[config.mk]
export PLATFORM = sky130hd
export DESIGN_NAME = desc_fetch_unit
export DESIGN_NICKNAME = d
export VERILOG_FILES = /design/src/rtl/dfu_pkg.sv /design/src/rtl/dfu_table_reg.sv /design/src/rtl/dfu_bound_check.sv /design/src/rtl/dfu_fetch_fsm.sv /design/src/rtl/desc_fetch_unit.sv
export SDC_FILE = /design/constraint.sdc
export NUM_CORES = 1
export LEC_CHECK = 0
export ABC_AREA = 1
export BUFFER_PORTS_ARGS = -buffer_cell sky130_fd_sc_hd__buf_2
export CAP_MARGIN = 5
export CORE_MARGIN = 1.5
export CORE_UTILIZATION = 40
export CTS_BUF_LIST = sky130_fd_sc_hd__clkbuf_16
export DETAILED_ROUTE_END_ITERATION = 10
export GPL_TIMING_DRIVEN = 0
export SETUP_SLACK_MARGIN = 0.02
export SLEW_MARGIN = 20
export SYNTH_ARGS = -nofsm -noshare
export SYNTH_HDL_FRONTEND = slang
export SYNTH_SLANG_ARGS = --single-unit
[constraint.sdc]
create_clock -name clk -period 2.24 [get_ports clk]
set_input_delay 0.112 -clock clk [delete_from_list [all_inputs] [get_ports clk]]
set_output_delay 0.112 -clock clk [all_outputs]
set_load 0.03 [all_outputs]
[src/rtl/dfu_pkg.sv]
// Shared types and field positions for the descriptor table fetch unit.
// Assumes an 8-byte descriptor fetched as two 32-bit words, lower word first.
package dfu_pkg;

    localparam int DESC_SHIFT   = 3;   // log2 of descriptor size in bytes
    localparam int PRESENT_BIT  = 15;  // position in the upper word
    localparam int ACCESSED_BIT = 8;   // position in the upper word
    localparam int HI_WORD_OFS  = 4;   // byte offset of the upper word

    typedef enum logic [1:0] {
        ST_OK     = 2'd0,
        ST_RANGE  = 2'd1,
        ST_NULL   = 2'd2,
        ST_ABSENT = 2'd3
    } dfu_status_e;

    typedef enum logic [2:0] {
        S_IDLE,
        S_RD_LO,
        S_WT_LO,
        S_RD_HI,
        S_WT_HI,
        S_WR_ACC,
        S_DONE
    } dfu_state_e;

endpackage

[src/rtl/dfu_table_reg.sv]
// Table register: holds the table base address and its size field
// (length in bytes minus one). Resets to an empty table (base 0, size 0).
module dfu_table_reg #(
    parameter int ADDR_W = 32,
    parameter int SIZE_W = 16
) (
    input  logic              clk,
    input  logic              rst_n,
    input  logic              load,
    input  logic [ADDR_W-1:0] base_in,
    input  logic [SIZE_W-1:0] size_in,
    output logic [ADDR_W-1:0] base_q,
    output logic [SIZE_W-1:0] size_q
);

    // Capture base and size when software loads the register.
    always_ff @(posedge clk) begin
        if (!rst_n) begin
            base_q <= '0;
            size_q <= '0;
        end else if (load) begin
            base_q <= base_in;
            size_q <= size_in;
        end
    end

endmodule

[src/rtl/dfu_bound_check.sv]
// Selector decode: extracts the index, flags the null selector and an index
// whose last byte lies past the size field, and forms the entry byte address.
// Purely combinational; low selector bits below the index are not used.
module dfu_bound_check #(
    parameter int ADDR_W = 32,
    parameter int SIZE_W = 16,
    parameter int SEL_W  = 16
) (
    input  logic [SEL_W-1:0]  sel,
    input  logic [SIZE_W-1:0] size,
    input  logic [ADDR_W-1:0] base,
    output logic              is_null,
    output logic              out_of_range,
    output logic [ADDR_W-1:0] entry_addr
);
    import dfu_pkg::*;

    localparam int IDX_W = SEL_W - DESC_SHIFT;
    localparam int OFF_W = SEL_W + 1;
    localparam int CMP_W = (OFF_W > SIZE_W) ? OFF_W : SIZE_W;

    logic [IDX_W-1:0] index;
    logic [CMP_W-1:0] last_byte;
    logic [CMP_W-1:0] size_ext;
    logic             sel_low_unused;

    // Split the selector and compare the entry's last byte to the size field.
    always_comb begin
        index          = sel[SEL_W-1:DESC_SHIFT];
        sel_low_unused = ^sel[DESC_SHIFT-1:0];
        last_byte      = CMP_W'({index, {DESC_SHIFT{1'b1}}});
        size_ext       = CMP_W'(size);
        is_null        = (index == '0);
        out_of_range   = (last_byte > size_ext);
        entry_addr     = base + ADDR_W'({index, {DESC_SHIFT{1'b0}}});
    end

endmodule

[src/rtl/dfu_fetch_fsm.sv]
// Lookup sequencer: accepts a checked selector, reads the two descriptor
// words, tests the present flag, writes the accessed flag back when clear,
// and reports the result with a one-cycle done strobe. One request at a time.
module dfu_fetch_fsm #(
    parameter int ADDR_W = 32,
    parameter int WORD_W = 32
) (
    input  logic                clk,
    input  logic                rst_n,
    input  logic                req_valid,
    input  logic                is_null,
    input  logic                out_of_range,
    input  logic [ADDR_W-1:0]   entry_addr,
    output logic                busy,
    output logic                done,
    output logic [1:0]          status,
    output logic [2*WORD_W-1:0] desc,
    output logic                mem_req_valid,
    input  logic                mem_req_ready,
    output logic                mem_req_we,
    output logic [ADDR_W-1:0]   mem_req_addr,
    output logic [WORD_W-1:0]   mem_req_wdata,
    input  logic                mem_rsp_valid,
    input  logic [WORD_W-1:0]   mem_rsp_data
);
    import dfu_pkg::*;

    dfu_state_e        state_q;
    dfu_status_e       status_q;
    logic [ADDR_W-1:0] addr_q;
    logic [WORD_W-1:0] lo_q;
    logic [WORD_W-1:0] hi_q;

    // Step through checks, reads and write-back; latch words and status.
    always_ff @(posedge clk) begin
        if (!rst_n) begin
            state_q  <= S_IDLE;
            status_q <= ST_OK;
            addr_q   <= '0;
            lo_q     <= '0;
            hi_q     <= '0;
        end else begin
            case (state_q)
                S_IDLE: if (req_valid) begin
                    addr_q <= entry_addr;
                    lo_q   <= '0;
                    hi_q   <= '0;
                    if (is_null) begin
                        status_q <= ST_NULL;
                        state_q  <= S_DONE;
                    end else if (out_of_range) begin
                        status_q <= ST_RANGE;
                        state_q  <= S_DONE;
                    end else begin
                        status_q <= ST_OK;
                        state_q  <= S_RD_LO;
                    end
                end
                S_RD_LO: if (mem_req_ready) state_q <= S_WT_LO;
                S_WT_LO: if (mem_rsp_valid) begin
                    lo_q    <= mem_rsp_data;
                    state_q <= S_RD_HI;
                end
                S_RD_HI: if (mem_req_ready) state_q <= S_WT_HI;
                S_WT_HI: if (mem_rsp_valid) begin
                    if (!mem_rsp_data[PRESENT_BIT]) begin
                        status_q <= ST_ABSENT;
                        lo_q     <= '0;
                        state_q  <= S_DONE;
                    end else begin
                        hi_q                <= mem_rsp_data;
                        hi_q[ACCESSED_BIT]  <= 1'b1;
                        state_q <= mem_rsp_data[ACCESSED_BIT] ? S_DONE : S_WR_ACC;
                    end
                end
                S_WR_ACC: if (mem_req_ready) state_q <= S_DONE;
                default:  state_q <= S_IDLE;
            endcase
        end
    end

    // Drive the memory request and the result outputs from the current state.
    always_comb begin
        busy          = (state_q != S_IDLE);
        done          = (state_q == S_DONE);
        status        = status_q;
        desc          = (status_q == ST_OK) ? {hi_q, lo_q} : '0;
        mem_req_valid = (state_q == S_RD_LO) || (state_q == S_RD_HI) ||
                        (state_q == S_WR_ACC);
        mem_req_we    = (state_q == S_WR_ACC);
        mem_req_addr  = (state_q == S_RD_LO) ? addr_q
                                             : addr_q + ADDR_W'(HI_WORD_OFS);
        mem_req_wdata = hi_q;
    end

endmodule

[src/rtl/desc_fetch_unit.sv]
// Descriptor table fetch unit top: table register, selector check and
// lookup sequencer. Assumes a memory that accepts one 32-bit request per
// valid/ready handshake and returns read data later with a strobe.
module desc_fetch_unit #(
    parameter int ADDR_W = 32,
    parameter int SIZE_W = 16,
    parameter int SEL_W  = 16,
    parameter int WORD_W = 32
) (
    input  logic                clk,
    input  logic                rst_n,
    input  logic                tbl_load,
    input  logic [ADDR_W-1:0]   tbl_base_in,
    input  logic [SIZE_W-1:0]   tbl_size_in,
    input  logic                req_valid,
    input  logic [SEL_W-1:0]    req_sel,
    output logic                busy,
    output logic                done,
    output logic [1:0]          status,
    output logic [2*WORD_W-1:0] desc,
    output logic                mem_req_valid,
    input  logic                mem_req_ready,
    output logic                mem_req_we,
    output logic [ADDR_W-1:0]   mem_req_addr,
    output logic [WORD_W-1:0]   mem_req_wdata,
    input  logic                mem_rsp_valid,
    input  logic [WORD_W-1:0]   mem_rsp_data
);

    logic [ADDR_W-1:0] tbl_base;
    logic [SIZE_W-1:0] tbl_size;
    logic              sel_null;
    logic              sel_oor;
    logic [ADDR_W-1:0] sel_addr;

    dfu_table_reg #(.ADDR_W(ADDR_W), .SIZE_W(SIZE_W)) i_table (
        .clk(clk), .rst_n(rst_n), .load(tbl_load),
        .base_in(tbl_base_in), .size_in(tbl_size_in),
        .base_q(tbl_base), .size_q(tbl_size)
    );

    dfu_bound_check #(.ADDR_W(ADDR_W), .SIZE_W(SIZE_W), .SEL_W(SEL_W)) i_check (
        .sel(req_sel), .size(tbl_size), .base(tbl_base),
        .is_null(sel_null), .out_of_range(sel_oor), .entry_addr(sel_addr)
    );

    dfu_fetch_fsm #(.ADDR_W(ADDR_W), .WORD_W(WORD_W)) i_fsm (
        .clk(clk), .rst_n(rst_n), .req_valid(req_valid),
        .is_null(sel_null), .out_of_range(sel_oor), .entry_addr(sel_addr),
        .busy(busy), .done(done), .status(status), .desc(desc),
        .mem_req_valid(mem_req_valid), .mem_req_ready(mem_req_ready),
        .mem_req_we(mem_req_we), .mem_req_addr(mem_req_addr),
        .mem_req_wdata(mem_req_wdata),
        .mem_rsp_valid(mem_rsp_valid), .mem_rsp_data(mem_rsp_data)
    );

endmodule

### After elaboration in Yosys (flattened, before gate mapping)

Cells that the tools add are included.

* memory bits (writable): 0
* input bits: 102
* output and inout port bits: 134
* bits in registers: 149
* memories: 0
* ROM bits: 0
* latch bits: 0
* logic and storage cells: 64

* bitwise logic cells: 0
* eq/ne operators: 14
* $add $sub $neg: 2
* divide/modulo/power cells: 0
* reduce and logical (&&, ||, !) cells: 13
* mux-type cells: 27
* shift-type cells: 0
* magnitude comparators: 1
* $mul: 0

Operators by type and width (count)
* 32-bit two-way mux: 7
* 32-bit case mux with 3 select lines: 1
* 64-bit two-way mux: 1
* 32-bit case mux with 2 select lines: 1
* 32-bit by 16-bit adder with 32-bit output: 1
* 32-bit by 3-bit adder with 32-bit output, second input constant: 1
* 3-bit two-way mux: 9
* 3-bit case mux with 6 select lines: 1
* 16-bit > comparator: 1
* 2-bit inequality test, second input constant: 8
* 13-bit logical NOT: 1
* 2-bit two-way mux: 5
* 3-bit == test, second input constant: 3
* 4-bit AND reduction: 2
* 3-bit by 2-bit == test with 1-bit output, second input constant: 2
* 6-bit AND reduction: 1
* 3-bit nonzero test: 2
* 5-bit AND reduction: 1
* 2-bit case mux with 2 select lines: 1
* 3-bit by 1-bit == test with 1-bit output, second input constant: 1
* 3-bit logical NOT: 1
* 2-bit logical NOT: 1
* 1-bit logical OR: 2
* 2-bit AND reduction: 1
* 2 further kinds: 2

### Logic depth before layout (Yosys ltp)

* word-level depth: 5
* gate-level depth with buffers: 16
* mapped depth without buffers: 16

### Hierarchy

Synthesis repeated with hierarchy kept, for this count alone.

* cells, all modules: 1552
* area, all modules: 9271.4 µm²

By module, submodules not included
* dfu_fetch_fsm: times used 1, seq. area each 2001.9 µm², area each 5441.5 µm², cells an instance 883
* dfu_table_reg: times used 1, seq. area each 960.9 µm², area each 1973.1 µm², cells an instance 304
* dfu_bound_check: times used 1, seq. area each 0.0 µm², area each 1856.8 µm², cells an instance 365

### Worst setup path before layout

OpenSTA, ideal clock, no wires.

* path type: register to output
* start: reg i_fsm.status_q[1] (netlist: i_fsm.status[1])
* end: out desc[47]
* setup slack: 0.319 ns
* stages on the path, launching flop included: 6
* path buffers: 3
* arrival: 1.809 ns
* path through: dfxtp_1 > or2_2 > clkbuf_1 > clkbuf_1 > nor2_1 > buf_4

* longest elaborated chain between the ends: 2

Ends and longest elaborated chain
* from (decl): RTL line dfu_fetch_fsm.sv:29 `dfu_status_e status_q;`
* from (signal assigned): RTL line dfu_fetch_fsm.sv:38 `status_q <= ST_OK;`
* from (signal assigned): RTL line dfu_fetch_fsm.sv:49 `status_q <= ST_NULL;`
* from (signal assigned): RTL line dfu_fetch_fsm.sv:52 `status_q <= ST_RANGE;`
* 2-bit logical NOT: RTL line dfu_fetch_fsm.sv:87 `desc = (status_q == ST_OK) ? {hi_q, lo_q} : '0;`
* 64-bit two-way mux: RTL line dfu_fetch_fsm.sv:87
* to (decl): RTL line desc_fetch_unit.sv:20 `output logic [2*WORD_W-1:0] desc,`

Every way passes these cells.

### Worst setup path after layout

* start: reg i_fsm.addr_q[2]
* end: out mem_req_addr[21]

* longest elaborated chain between the ends: 2

Ends and longest elaborated chain
* from (decl): RTL line dfu_fetch_fsm.sv:30 `logic [ADDR_W-1:0] addr_q;`
* from (signal assigned): RTL line dfu_fetch_fsm.sv:45 `addr_q <= entry_addr;`
* 32-bit by 3-bit adder with 32-bit output: RTL line dfu_fetch_fsm.sv:92 `: addr_q + ADDR_W'(HI_WORD_OFS);`
* 32-bit two-way mux: RTL line dfu_fetch_fsm.sv:91 `mem_req_addr = (state_q == S_RD_LO) ? addr_q`
* to (decl): RTL line desc_fetch_unit.sv:24 `output logic [ADDR_W-1:0] mem_req_addr,`

Every way passes these cells.

==> flow_summary.toml <==
[setup_path]
critPathCaptureType = "output port"
reg2reg_slack_ns = 0.11
endpoint = "mem_req_addr[21]"
worstPathCellList = "inv_4 -> nor3_4 -> nand2_2 -> nor2_4 -> nand3_4 -> nor2_4 -> nand4_4 -> nor2_2 -> nand2_1 -> nand2_1 -> buf_6"
criticalPathCategory = "flip-flop to output port"
r2r_start = "i_table.base_q[3]$_SDFFE_PN0P_"
cp.required_ns = 2.13
startpoint = "i_fsm.addr_q[2]$_SDFFE_PN0P_"
max_stage_delay_ns = 0.38
start_kind = "flip-flop"
critPathMaxFanout = 3
worst_path_max_delay_cell = "dfxtp_4"
rr_endpoint = "i_fsm.addr_q[17]$_SDFFE_PN0P_"
reg2reg_depth = 14
critPathArrivalTime_ns = 2.05

[clock_network]
clk_path_buf_depth = 2
tritoncts = "yes"
htree_num_levels = 4
cts-root-buf = "clkbuf_16"
cts.clk_slew.worst_paths_ns = 0.07
numCtsBuffers = 17
clock-sinks = 148
clock_latency_ns = 0.43

[grt]
grt_pass1_wl_um = 42410
grt_antenna_before_repair = 0
first_global_vias = 8213
grt_overflow_total = 0
grt_max_degree = 17
track_usage_pct = 24.23

[routing]
ant_nets = 0
viasPerCell = 4.792
drc = 0
drt-total-wl_um = 28140
first_iter_violations = 408
wl_per_cell_um = 14.71
dr.pass1.iters = 7
via_count = 9167

[yosys]
synth.yosys.seq_area_share_pct = 33.80
syn_nets = 1453
yosysWarnings = 0
syn-cell-area_sq_um = 8766
syn_inst = 1323
yosysMostFrequentCell = "inv_1"
synth.avg_cell_area_sq_um = 6.626
synth_flop_cell = "dfxtp_1"
synth.area.top_cells = "dfxtp_1 34%, inv_1 12%, nor2_1 10%"
netlist.area_leader.share_pct = 33.80
synthTopCellsByCount = "272 x inv_1, 236 x nor2_1, 182 x nand2_1, 148 x dfxtp_1, 78 x o21ai_0"
synth_seq_cells = 148
yosys.area.top_type = "dfxtp_1"
synth-edff-count = 0
async_flop_share_pct = 0
synthDistinctLibCells = 40

[sta]
post-route-period-util_pct = 96.30
layout_setup_ws_ns = 0.08279
slew_headroom_pct = 59.70
grt_setup_unrepaired = "true"
finalCriticalPeriod_ns = 2.157
drv_slew = 0
setup_viol = 0
skew_ns = 0.009964
hold_viol = 0
fmax_mhz = 463.6
tightest_slew_ns = 0.6044

[power]
leakage_uw = 0.005564
p_clk_share_pct = 25.6
power_frac_seq_pct = 30.9
intPower_uw = 6259
powerDensity_nw_per_um2 = 968.0
switching_share_pct = 44.49
comb_power_share_pct = 43.5
switchingPower_uw = 5017
fin_total_pwr_uw = 11280
vdd.ir_drop.worst_mv = 0.4694

[die]
io_pins = 236
initial_utilization_pct = 41.18
row_count = 53
core_sq_um = 21290
die_h_um = 151.0
die_w_um = 151.0
dieArea_sq_um = 22810

[flow_run]
drv_cap = 0

[cells_and_area]
post-route-util_pct = 54.72
fillers = 2175
drive_gt1_share_pct = 25.76
area_growth_pct = 32.89
diodes = 0
fin_area_sq_um = 11650
nNetsFinal = 1755

[hold_path]
hp-class = "primary input to flip-flop"

[placed_design]
place_ws_ns = 0.1009
place_hpwl_um = 21630
io_buffers = 232
placed_cell_area_sq_um = 10270
place_congestion = 0.9390

[run_status]
status = "finished, final reports clean"
## worst min path at each step
stage | start | endpoint | cells after the start
3_3_place_gp | tbl_size_in[1] | i_table.size_q[1]$_SDFFE_PN0P_ | 3
5_1_grt | tbl_base_in[19] | i_table.base_q[19]$_SDFFE_PN0P_ | 3
4_1_cts | tbl_base_in[19] | i_table.base_q[19]$_SDFFE_PN0P_ | 3
2_1_floorplan | tbl_base_in[23] | i_table.base_q[23]$_SDFFE_PN0P_ | 2
6_report | tbl_base_in[19] | i_table.base_q[19]$_SDFFE_PN0P_ | 3
3_5_place_dp | tbl_size_in[3] | i_table.size_q[3]$_SDFFE_PN0P_ | 3
## worst max-delay path, delay by kind of cell, from the launching register on
| kind | cells | cell delay [ns] |
|---|---|---|
| buffers and inverters | 2 | 0.18 |
| and+or+nand+nor | 9 | 1.07 |
| DFF | 1 | 0.38 |
## kinds of logic after synthesis
family	after synthesis	share of synthesized area (%)
simple gates	530	25.81
buf+inv	339	15.22
compound gates	241	17.40
flops	148	33.80
xor+xnor	37	3.697
fa+ha+maj	28	4.082
## layout make-up
class	count	area (sq um)	share of cell area [%]
Sequential cell	148	3007	25.81
Inverter	283	1077	9.248
Multi-Input combinational cell	836	4672	40.11
Clock inverter	15	160.2	1.375
Buffer	56	277.8	2.385
Clock buffer	17	425.4	3.652
Timing Repair Buffer	283	1685	14.47
Tap cell	275	344.1	2.954
## registers in the layout, summed over array words and instances, names as in the netlist
register,cells
i_fsm.state_q,3
i_table.size_q,16
i_fsm.status,2
i_table.base_q,32
i_fsm.addr_q,32
i_fsm.mem_req_wdata,31
i_fsm.lo_q,32
## routing by layer
metal / vias up / global-route usage, % / routed length [um]
met5: - / 0 / 0
met4: 0 / 8.010 / 607
met3: 37 / 3.464 / 1391
met2: 254 / 38.17 / 12630
met1: 4126 / 33.88 / 13510
li1: 4750 / - / -
## cell usage in the layout, fill, tap and decap left out, types with 8 or more instances in the layout
| cell | instances |
|---|---|
| nand3_1 | 39 |
| o21ai_0 | 78 |
| dfxtp_2 | 14 |
| inv_1 | 268 |
| inv_2 | 10 |
| clkbuf_16 | 17 |
| ha_1 | 25 |
| dlygate4sd3_1 | 44 |
| nand2_2 | 13 |
| o21ai_1 | 9 |
| nor2_2 | 11 |
| o22ai_1 | 32 |
| xor2_1 | 37 |
| nor3_1 | 18 |
| o22ai_2 | 30 |
| buf_4 | 22 |
| clkbuf_1 | 30 |
| nand2_1 | 172 |
| dfxtp_1 | 127 |
| nor2_1 | 227 |
| nand4_1 | 13 |
| a21oi_1 | 73 |
| nor2_4 | 8 |
| buf_2 | 232 |
## through the flow
stage / TNS, ns / hold slack (ns) / cells
2_1_floorplan: 0 / 0.2469 / 1323
3_3_place_gp: 0 / 0.3354 / 1830
3_5_place_dp: 0 / 0.3402 / 1830
4_1_cts: 0 / 0.004807 / 1906
5_1_grt: -0.06297 / 0.01159 / 1913
6_report: 0 / 0.01588 / 1913
## what timing repair did
item,CTS,global route
endpoints found under the hold margin,44,0
hold buffers,44,0
resized for setup,29,76
pin swaps,4,10
buffers inserted,0,7
endpoints found under the setup margin,25,57
## power groups by stage
stage,combinational (uW),clock (uW),sequential [uW]
final,4910,2880,3480
after global routing,5390,3050,3530
after CTS,4770,2930,3420
after detailed placement,4650,0,3440
after global placement,4610,0,3440
after floorplan,3330,0,3390
(Power assumes the default switching activity.)
